==> src/rtl/msgtab_pkg.sv <==
`timescale 1ns/1ps
package msgtab_pkg;
  typedef struct packed {
    logic [31:0] ctrl;
    logic [31:0] data;
    logic [31:0] hi;
    logic [31:0] lo;
  } entry_t;

  localparam logic [1:0] W_LO   = 2'd0;
  localparam logic [1:0] W_HI   = 2'd1;
  localparam logic [1:0] W_DATA = 2'd2;
  localparam logic [1:0] W_CTRL = 2'd3;
endpackage

==> src/rtl/msgtab_regs.sv <==
`timescale 1ns/1ps
module msgtab_regs
  import msgtab_pkg::*;
#(
  parameter int NUM_VEC = 8,
  parameter int VW      = 3
) (
  input  logic               clk_i,
  input  logic               rst_ni,
  input  logic               wr_en_i,
  input  logic [6:0]         wr_idx_i,
  input  logic [1:0]         wr_word_i,
  input  logic [31:0]        wr_data_i,
  input  logic [6:0]         rd_idx_i,
  input  logic [1:0]         rd_word_i,
  output logic [31:0]        rd_data_o,
  input  logic [VW-1:0]      sel_idx_i,
  output logic [63:0]        sel_addr_o,
  output logic [31:0]        sel_data_o,
  output logic [NUM_VEC-1:0] vmask_o,
  output logic [NUM_VEC-1:0] wr_hit_o
);
  localparam logic [7:0] NV8 = 8'(NUM_VEC);

  entry_t [NUM_VEC-1:0] tab_q;

  for (genvar n = 0; n < NUM_VEC; n++) begin : g_ent
    assign wr_hit_o[n] = wr_en_i && (wr_idx_i == 7'(n));
    assign vmask_o[n]  = tab_q[n].ctrl[0];

    always_ff @(posedge clk_i or negedge rst_ni) begin
      if (!rst_ni) begin
        tab_q[n] <= '0;
      end else if (wr_hit_o[n]) begin
        unique case (wr_word_i)
          W_LO:    tab_q[n].lo   <= wr_data_i;
          W_HI:    tab_q[n].hi   <= wr_data_i;
          W_DATA:  tab_q[n].data <= wr_data_i;
          default: tab_q[n].ctrl <= wr_data_i;
        endcase
      end
    end


    ctrl_wr_chk: assert property (@(posedge clk_i) disable iff (!rst_ni)
      (wr_hit_o[n] && wr_word_i == W_CTRL) |=> (tab_q[n].ctrl == $past(wr_data_i)));
  end

  always_comb begin
    rd_data_o = '0;
    if ({1'b0, rd_idx_i} < NV8) begin
      unique case (rd_word_i)
        W_LO:    rd_data_o = tab_q[rd_idx_i[VW-1:0]].lo;
        W_HI:    rd_data_o = tab_q[rd_idx_i[VW-1:0]].hi;
        W_DATA:  rd_data_o = tab_q[rd_idx_i[VW-1:0]].data;
        default: rd_data_o = tab_q[rd_idx_i[VW-1:0]].ctrl;
      endcase
    end
  end

  assign sel_addr_o = {tab_q[sel_idx_i].hi, tab_q[sel_idx_i].lo[31:2], 2'b00};
  assign sel_data_o = tab_q[sel_idx_i].data;
endmodule

==> src/rtl/msgtab_pend.sv <==
`timescale 1ns/1ps
module msgtab_pend #(
  parameter int NUM_VEC = 8
) (
  input  logic               clk_i,
  input  logic               rst_ni,
  input  logic [NUM_VEC-1:0] irq_i,
  input  logic [NUM_VEC-1:0] vmask_i,
  input  logic               fn_mask_i,
  input  logic [NUM_VEC-1:0] wr_hit_i,
  input  logic               rescan_i,
  input  logic [NUM_VEC-1:0] clr_i,
  output logic [NUM_VEC-1:0] pend_o,
  output logic [NUM_VEC-1:0] arm_o
);
  logic [NUM_VEC-1:0] irq_q, pend_q, arm_q;
  logic [NUM_VEC-1:0] rise, blocked, pend_d, arm_d;

  assign rise    = irq_i & ~irq_q;
  assign blocked = vmask_i | {NUM_VEC{fn_mask_i}};
  // a new rise wins over the clear of an issued message
  assign pend_d  = (pend_q & ~clr_i) | rise;
  // armed = due for a check; a check that finds the vector blocked disarms it
  assign arm_d   = ((arm_q & ~blocked & ~clr_i) | rise | wr_hit_i
                   | {NUM_VEC{rescan_i}}) & pend_d;

  always_ff @(posedge clk_i or negedge rst_ni) begin
    if (!rst_ni) begin
      irq_q  <= '0;
      pend_q <= '0;
      arm_q  <= '0;
    end else begin
      irq_q  <= irq_i;
      pend_q <= pend_d;
      arm_q  <= arm_d;
    end
  end

  assign pend_o = pend_q;
  assign arm_o  = arm_q;

  for (genvar i = 0; i < NUM_VEC; i++) begin : g_chk

    rise_sets_pend_chk: assert property (@(posedge clk_i) disable iff (!rst_ni)
      (irq_i[i] && !irq_q[i]) |=> pend_q[i]);

    issue_clears_pend_chk: assert property (@(posedge clk_i) disable iff (!rst_ni)
      (clr_i[i] && !rise[i]) |=> !pend_q[i]);
  end
endmodule

==> src/rtl/msgtab_pick.sv <==
`timescale 1ns/1ps
module msgtab_pick #(
  parameter int N  = 8,
  parameter int IW = 3
) (
  input  logic [N-1:0]  req_i,
  output logic [N-1:0]  gnt_o,
  output logic [IW-1:0] idx_o,
  output logic          any_o
);
  always_comb begin
    gnt_o = '0;
    idx_o = '0;
    any_o = 1'b0;
    for (int i = N - 1; i >= 0; i--) begin
      if (req_i[i]) begin
        gnt_o    = '0;
        gnt_o[i] = 1'b1;
        idx_o    = IW'(i);
        any_o    = 1'b1;
      end
    end
  end
endmodule

==> src/rtl/irq_msg_table.sv <==
`timescale 1ns/1ps
module irq_msg_table #(
  parameter int NUM_VEC = 8
) (
  input  logic               clk_i,
  input  logic               rst_ni,
  input  logic               bus_req_i,
  input  logic               bus_we_i,
  input  logic [11:0]        bus_addr_i,
  input  logic [3:0]         bus_be_i,
  input  logic [31:0]        bus_wdata_i,
  output logic [31:0]        bus_rdata_o,
  input  logic [NUM_VEC-1:0] irq_i,
  input  logic               glb_en_i,
  input  logic               fn_mask_i,
  input  logic               rescan_i,
  output logic               msg_valid_o,
  input  logic               msg_ready_i,
  output logic [63:0]        msg_addr_o,
  output logic [31:0]        msg_data_o
);
  localparam int VW     = (NUM_VEC > 1) ? $clog2(NUM_VEC) : 1;
  localparam int PBA_DW = (NUM_VEC + 31) / 32;

  logic               acc_ok, in_pba, wr_en;
  logic [6:0]         ent_idx;
  logic [1:0]         word;
  logic [8:0]         dw;
  logic [31:0]        tab_rd, rd_next;
  logic [VW-1:0]      sel_idx;
  logic [63:0]        sel_addr;
  logic [31:0]        sel_data;
  logic [NUM_VEC-1:0] vmask, wr_hit, pend, arm, cand, gnt, clr;
  logic               any, load;
  logic [PBA_DW*32-1:0] pba_w;

  assign acc_ok  = bus_req_i && (bus_be_i == 4'hF) && (bus_addr_i[1:0] == 2'b00);
  assign in_pba  = bus_addr_i[11];
  assign ent_idx = bus_addr_i[10:4];
  assign word    = bus_addr_i[3:2];
  assign dw      = bus_addr_i[10:2];
  assign wr_en   = acc_ok && bus_we_i && !in_pba;

  msgtab_regs #(.NUM_VEC(NUM_VEC), .VW(VW)) u_regs (
    .clk_i, .rst_ni,
    .wr_en_i(wr_en), .wr_idx_i(ent_idx), .wr_word_i(word), .wr_data_i(bus_wdata_i),
    .rd_idx_i(ent_idx), .rd_word_i(word), .rd_data_o(tab_rd),
    .sel_idx_i(sel_idx), .sel_addr_o(sel_addr), .sel_data_o(sel_data),
    .vmask_o(vmask), .wr_hit_o(wr_hit)
  );

  msgtab_pend #(.NUM_VEC(NUM_VEC)) u_pend (
    .clk_i, .rst_ni,
    .irq_i, .vmask_i(vmask), .fn_mask_i, .wr_hit_i(wr_hit), .rescan_i,
    .clr_i(clr), .pend_o(pend), .arm_o(arm)
  );

  assign cand = pend & arm & ~vmask & {NUM_VEC{glb_en_i && !fn_mask_i}};

  msgtab_pick #(.N(NUM_VEC), .IW(VW)) u_pick (
    .req_i(cand), .gnt_o(gnt), .idx_o(sel_idx), .any_o(any)
  );

  assign load = any && (!msg_valid_o || msg_ready_i);
  assign clr  = load ? gnt : '0;

  always_ff @(posedge clk_i or negedge rst_ni) begin
    if (!rst_ni) begin
      msg_valid_o <= 1'b0;
      msg_addr_o  <= '0;
      msg_data_o  <= '0;
    end else if (load) begin
      msg_valid_o <= 1'b1;
      msg_addr_o  <= sel_addr;
      msg_data_o  <= sel_data;
    end else if (msg_ready_i) begin
      msg_valid_o <= 1'b0;
    end
  end

  always_comb begin
    pba_w = '0;
    pba_w[NUM_VEC-1:0] = pend;
  end

  always_comb begin
    rd_next = '0;
    if (acc_ok && !bus_we_i) begin
      if (in_pba) begin
        for (int d = 0; d < PBA_DW; d++)
          if (dw == 9'(d)) rd_next = pba_w[d*32 +: 32];
      end else begin
        rd_next = tab_rd;
      end
    end
  end

  always_ff @(posedge clk_i or negedge rst_ni) begin
    if (!rst_ni)                      bus_rdata_o <= '0;
    else if (bus_req_i && !bus_we_i)  bus_rdata_o <= rd_next;
  end


  hold_stable_chk: assert property (@(posedge clk_i) disable iff (!rst_ni)
    (msg_valid_o && !msg_ready_i) |=> (msg_valid_o && $stable(msg_addr_o) && $stable(msg_data_o)));

  one_grant_chk: assert property (@(posedge clk_i) disable iff (!rst_ni) $onehot0(clr));

  no_issue_disabled_chk: assert property (@(posedge clk_i) disable iff (!rst_ni)
    $rose(msg_valid_o) |-> $past(glb_en_i));

  no_issue_fnmask_chk: assert property (@(posedge clk_i) disable iff (!rst_ni)
    $rose(msg_valid_o) |-> !$past(fn_mask_i));
endmodule

==> config.mk <==
export PLATFORM = sky130hd
export DESIGN_NAME = irq_msg_table
export DESIGN_NICKNAME = d
export VERILOG_FILES = /design/src/rtl/msgtab_pkg.sv /design/src/rtl/msgtab_regs.sv /design/src/rtl/msgtab_pend.sv /design/src/rtl/msgtab_pick.sv /design/src/rtl/irq_msg_table.sv
export SDC_FILE = /design/constraint.sdc
export NUM_CORES = 2
export LEC_CHECK = 0
export CAP_MARGIN = 0
export CORE_ASPECT_RATIO = 0.8
export CORE_UTILIZATION = 62
export DETAILED_ROUTE_END_ITERATION = 6
export PLACE_DENSITY = 0.84
export SLEW_MARGIN = 5
export SYNTH_ARGS = -nofsm -noshare
export SYNTH_HDL_FRONTEND = slang
export SYNTH_SLANG_ARGS = --single-unit
export TNS_END_PERCENT = 5
==> constraint.sdc <==
create_clock -name clk_i -period 4 [get_ports clk_i]
set_input_delay 0.8 -clock clk_i [delete_from_list [all_inputs] [get_ports clk_i]]
set_output_delay 0.8 -clock clk_i [all_outputs]
set_load 0.01 [all_outputs]
# Word-level counts from Yosys, hierarchy flattened

Cells that the tools add are included.

Bitwise logic cells: 18
Equality and inequality tests: 10
Multiplexer cells: 36
Reductions and logical operators: 59
$lt $le $gt $ge: 3
$mul: 0
Shift operators: 0
Divide/modulo/power cells: 0
Add/subtract/negate cells: 0

Operator list:

| kind                 | number |
|---|---|
| $bmux W128 S3        | 2 |
| $mux W128            | 1 |
| $mux W32             | 3 |
| $mux W96             | 1 |
| $pmux W32 S3         | 1 |
| $mux W8              | 10 |
| $and A8 B8 Y8        | 8 |
| $reduce_and A2 Y1    | 32 |
| $or A8 B8 Y8         | 5 |
| $not A8 Y8           | 4 |
| $eq A7 B3 Y1 const B | 4 |
| $mux W3              | 8 |
| $logic_and A1 B1 Y1  | 16 |
| $eq A7 B2 Y1 const B | 2 |
| $mux W1              | 10 |
| $logic_not A9 Y1     | 1 |
| $lt A3 B4 Y1 const B | 2 |
| $eq A7 B1 Y1 const B | 1 |
| $logic_not A7 Y1     | 1 |
| $lt A7 B4 Y1 const B | 1 |
| $eq A4 B4 Y1 const B | 1 |
| $logic_not A1 Y1     | 4 |
| $logic_not A2 Y1     | 2 |
| $reduce_or A3 Y1     | 1 |
| 5 further kinds      | 5 |

Logic and storage cells: 165
Output and inout bits: 129
Memories: 0
Bits in registers: 1175
Input port bits: 64
Bits in latches: 0
Bits in writable memories: 0
Memory bits (read-only): 0

# Depth between registers and ports, before layout

Depth after elaboration: 19
Depth in mapped cells: 11
Gate-level depth less buffers: 6

# Hierarchy

Synthesis repeated with hierarchy kept, for this count alone.

Cells, all modules: 3611
Area total of the unflattened synthesis: 58272.1 um2

Modules (own cells, without submodules):

| module        | times used | cells an instance | area an instance (um2) |
|---|---|---|---|
| msgtab_regs   | 1          | 3193              | 52286.4 |
| irq_msg_table | 1          | 322               | 4951.0 |
| msgtab_pend   | 1          | 74                | 875.8 |
| msgtab_pick   | 1          | 22                | 158.9 |

# Least setup slack after synthesis

Ideal clock, no wire load.

Kind: input port to flip-flop
From: input port fn_mask_i
To: register msg_addr_o[11]
Path slack: 1.107 ns
Path buffers: 3
Data arrival time: 2.766 ns
Library setup time: 0.126 ns
Cell stages on the path: 8
Cell sequence: buf_4 -> nor2b_1 -> buf_4 -> o2111ai_1 -> a21oi_2 -> buf_4 -> mux4_2 -> a221o_1

Cells in the longest elaborated chain, start to end: 13
Elaborated cells on any way between the ends: 22

RTL lines:

| what                    | line                | RTL |
|---|---|---|
| from (decl)             | irq_msg_table.sv:15 | `input logic fn_mask_i,` |
| $logic_not A1 Y1 (*)    | irq_msg_table.sv:58 | `assign cand = pend & arm & ~vmask & {NUM_VEC{glb_en_i && !fn_mask_i}};` |
| $logic_and A1 B1 Y1 (*) | irq_msg_table.sv:58 |  |
| $and A8 B8 Y8 (*)       | irq_msg_table.sv:58 |  |
| $mux W3 (8 in a row)    | msgtab_pick.sv:16   | `if (req_i[i]) begin` |
| $bmux W128 S3           | msgtab_regs.sv:61   | `assign sel_addr_o = {tab_q[sel_idx_i].hi, tab_q[sel_idx_i].lo[31:2], 2'b00};` |
| $mux W96                | --                  |  |
| to (signal assigned)    | irq_msg_table.sv:74 | `msg_addr_o <= sel_addr;` |
| to (decl)               | irq_msg_table.sv:19 | `output logic [63:0] msg_addr_o,` |

Mark *: on every way between the ends. The rest lies on a longest branch, timed or not. The select of a mux whose other input is x is not followed.
A chain may end at the register's enable or synchronous reset.

# Final worst setup path

From: input port glb_en_i
To: register msg_addr_o[57]

Cells in the longest elaborated chain, start to end: 12
Elaborated cells on any way between the ends: 21

RTL lines:

| what                           | line                | RTL |
|---|---|---|
| from (decl)                    | irq_msg_table.sv:14 | `input logic glb_en_i,` |
| $logic_and A1 B1 Y1 (*)        | irq_msg_table.sv:58 |  |
| $and A8 B8 Y8 (*)              | irq_msg_table.sv:58 |  |
| $mux W3 (8 in a row)           | msgtab_pick.sv:16   |  |
| $bmux W128 S3                  | msgtab_regs.sv:61   |  |
| $mux W96 (not written as such) | msgtab_regs.sv:61   |  |

Marks and branches as above.

==> impl_results.md <==
* Outcome: finished with violations
* Violated checks: design-rule violations
* FMAX at 0.308 GHz
* Clk_lat worst skew at 0.71 ns
* Tot Pwr at between 0.02 and 0.03 W
* DRC viols at 50
* Avg Cell Area, Syn at 14.5 sq um
* RSZ-0062 raised after global routing: no
* Detailed Place HPWL at just over 100000 microns
* Tcrit/Tclk final at between 80% and 90%
* Clock Skew at a little under 0.03 ns
* Final setup TNS at 0 ns
* Post-DR vias/cell at roughly 7.3
* All-Layer GR Usage at 37.6%
* Reg2reg setup slack at 1.00 ns
* Hold Fails Final Rpt at 0
* Final #Nets at 4116
* Number of gates resized after cts at 0
* Area delta synth->final at 13.6%
* CTS Buf Count at 113
* GRT Residual Overflow at 0
* Mapped Area at between 50000 and 60000 sq um
* Worst-Margin Slew at about 1.4 ns
* CTS tree: done
* CP Launch Type: input pin
* Worst rel slew slack at 7.63%
* Cell Pwr Density at approximately 420 nW/um^2
* First-pass GRT wire length at about 260000 microns
* Post-Synthesis Cells at around 4000
* Hold buffer count at cts at 0
* Clk slew on worst S/H paths at approximately 0.060 ns
* P_leak at slightly above 30 nW
* Post-synth ARST share at 100%
* Total wire length at approximately 170000 microns
* Top FF cell, synth: dfrtp_1
* Fillers at between 5000 and 6000
* YS warnings at 0
* DIE HEIGHT at approximately 270 microns
* WP data arrival at 3.82 ns
* Largest net degree at the start of global routing at approximately 120
* Root buffer cell: clkbuf_16
* Drt pass-1 iters at 7
* I/O pin total at roughly 190
* Crit Path Max Fanout at 47
* Yosys cell types at 53
* # Post-CTS Setup Buffers at 0
* Final setup fails at 0
* Design Area, Final at 65200 sq um
* Row cnt at approximately 100
* CTS Sinks at 1175
* Final setup margin at between 0.7 and 0.8 ns
* Final Util at 71.3%
* Nature of the critical path endpoint: flip-flop
* CP Class: in -> reg
* Max H-tree Level at 3
* Die Span X at ~340 microns
* Vias in the first global route at around 40000
* Worst setup path start: glb_en_i
* Sequential Area at around 29000 sq um
* Seq cells post-synth at between 1000 and 1500
* Pre-CTS setup slack at between 0.15 and 0.2 ns
* Hold/Removal Path Class: in -> async
* Die area at ~94000 sq um
* Fraction of layout cells with a size suffix above 1 at 41.9%
* Reg2reg start: u_regs.vmask_o[0]
* I/O Buffers at 190
* Dpl cell area at roughly 61000 sq um
* Wire length per cell at 32.6 microns
* Area of the multi-input gates at ~26000 sq um
* Initial Utilization at a little over three fifths
* Initial antenna violation count at 4
* GP Congestion at approximately 0.91
* Min Tclk post-route at roughly 3.2 ns
* Final slew viol count at 0
* Final ANT Viol Nets at 0
* Clock Tree Buf Depth at 3
* Max_cap viols at 0
* Core Box Area at approximately 90000 sq um
* Sequential share of the synthesized area at 51.3%
* Required @ worst endpoint at between 4 and 5 ns
* Via count at a little under 40000
* Worst VDD drop at between 0.0004 and 0.0005 V
* DR iter-0 viols at around 4700
* Post-synth EDFFs at 0
## worst max-delay path, cell delays in order
cell and delay (ns):
clkdlybuf4s50_1 0.55, nor2b_1 0.46, o2111ai_1 0.37, a21oi_4 0.38, buf_12 0.26, buf_12 0.33, mux2i_1 0.25, o22ai_1 0.10
a211o_1 0.25
## area by class of cell
cell class / instances / share of cell area, %
Sequential cell: 1175 / 45.1
Multi-Input combinational cell: 2386 / 40.4
Timing Repair Buffer: 373 / 6.20
Clock buffer: 158 / 4.94
Tap cell: 1212 / 2.33
Clock inverter: 53 / 0.970
Inverter: 3 / 0.0173
Antenna cell: 2 / 0.00768
## metrics by stage
stage	instances	hold slack, ns
6_report	5362	0.101
3_5_place_dp	5149	0.476
4_1_cts	5360	0.109
5_1_grt	5361	0.120
3_3_place_gp	5149	0.469
2_1_floorplan	3959	0.459
## layout by cell type (no fill, tap or decap), types with 28 or more instances in the layout
| cell type | n |
|---|---|
| a211o_1 | 78 |
| a211oi_1 | 79 |
| a21oi_1 | 30 |
| buf_12 | 61 |
| buf_4 | 122 |
| clkbuf_16 | 115 |
| clkdlybuf4s50_1 | 183 |
| clkinv_2 | 28 |
| dfrtp_1 | 1175 |
| mux2_2 | 1020 |
| mux2i_1 | 305 |
| mux4_2 | 287 |
| nand2_1 | 68 |
| nor3_1 | 54 |
| o21ai_0 | 42 |
| o22ai_1 | 158 |
## synth_stat cells, types with 19 or more instances
| library cell | n | share of area, % |
|---|---|---|
| mux2_2 | 1020 | 20 |
| nor2_1 | 29 | 0.19 |
| buf_1 | 25 | 0.16 |
| dfrtp_1 | 1175 | 51 |
| buf_2 | 113 | 0.99 |
| o22ai_1 | 158 | 1.7 |
| o21ai_0 | 42 | 0.37 |
| nand3_1 | 24 | 0.21 |
| nand2_1 | 86 | 0.56 |
| a211o_1 | 78 | 1.2 |
| a21oi_1 | 31 | 0.27 |
| and2_1 | 19 | 0.21 |
| a22o_1 | 22 | 0.34 |
| mux4_2 | 287 | 11 |
| buf_4 | 57 | 0.75 |
| a221o_1 | 19 | 0.33 |
| clkbuf_1 | 200 | 1.3 |
| mux2i_1 | 305 | 5.3 |
| a211oi_1 | 79 | 1.0 |
| nor3_1 | 54 | 0.47 |
| mux2_1 | 25 | 0.49 |
## final timing paths
check | cells after the start | endpoint
min in group clk_i | 1 | msg_addr_o[10]
max in group asynchronous | 3 | u_regs.tab_q[193]
max | 9 | msg_addr_o[57]
max reg2reg | 7 | msg_addr_o[3]
min | 1 | u_regs.tab_q[69]
min reg2reg | 1 | msg_addr_o[10]
## cells by family (layout without fill, tap and decap cells)
logic type,count (synthesis),after routing,synth area share [%]
AOI/OAI and AO/OA,480,480,5.99
buffers and inverters,398,587,3.23
DFF,1175,1175,51.3
muxes,1637,1637,37.1
other,1,4,0.00654
and+or+nand+nor,267,267,2.38
## layer usage
metal / part of all wire, % / vias up / GRT usage [%] / wire length (microns)
li1: - / 15300 / - / -
met1: 38 / 20600 / 52.6 / 66800
met2: 45 / 2584 / 55.4 / 78300
met3: 12 / 490 / 11.3 / 21800
met4: 4.5 / 2 / 15.3 / 7820
met5: 0.0080 / - / 0 / 14
## sequential cells by signal, summed over array words and instances (netlist names)
name / cells
msg_valid_o: 1
u_regs.tab_q: 1016
u_regs.vmask_o: 8
u_pend.irq_q: 8
msg_data_o: 32
bus_rdata_o: 32
u_pend.pend_o: 8
msg_addr_o: 62
u_pend.arm_o: 8
## report_power, final
part           switching (W)  internal, W
combinational        0.00219      0.00150
sequential          0.000363       0.0122
clock                0.00479      0.00641
Power figures use the tool's default switching activity.
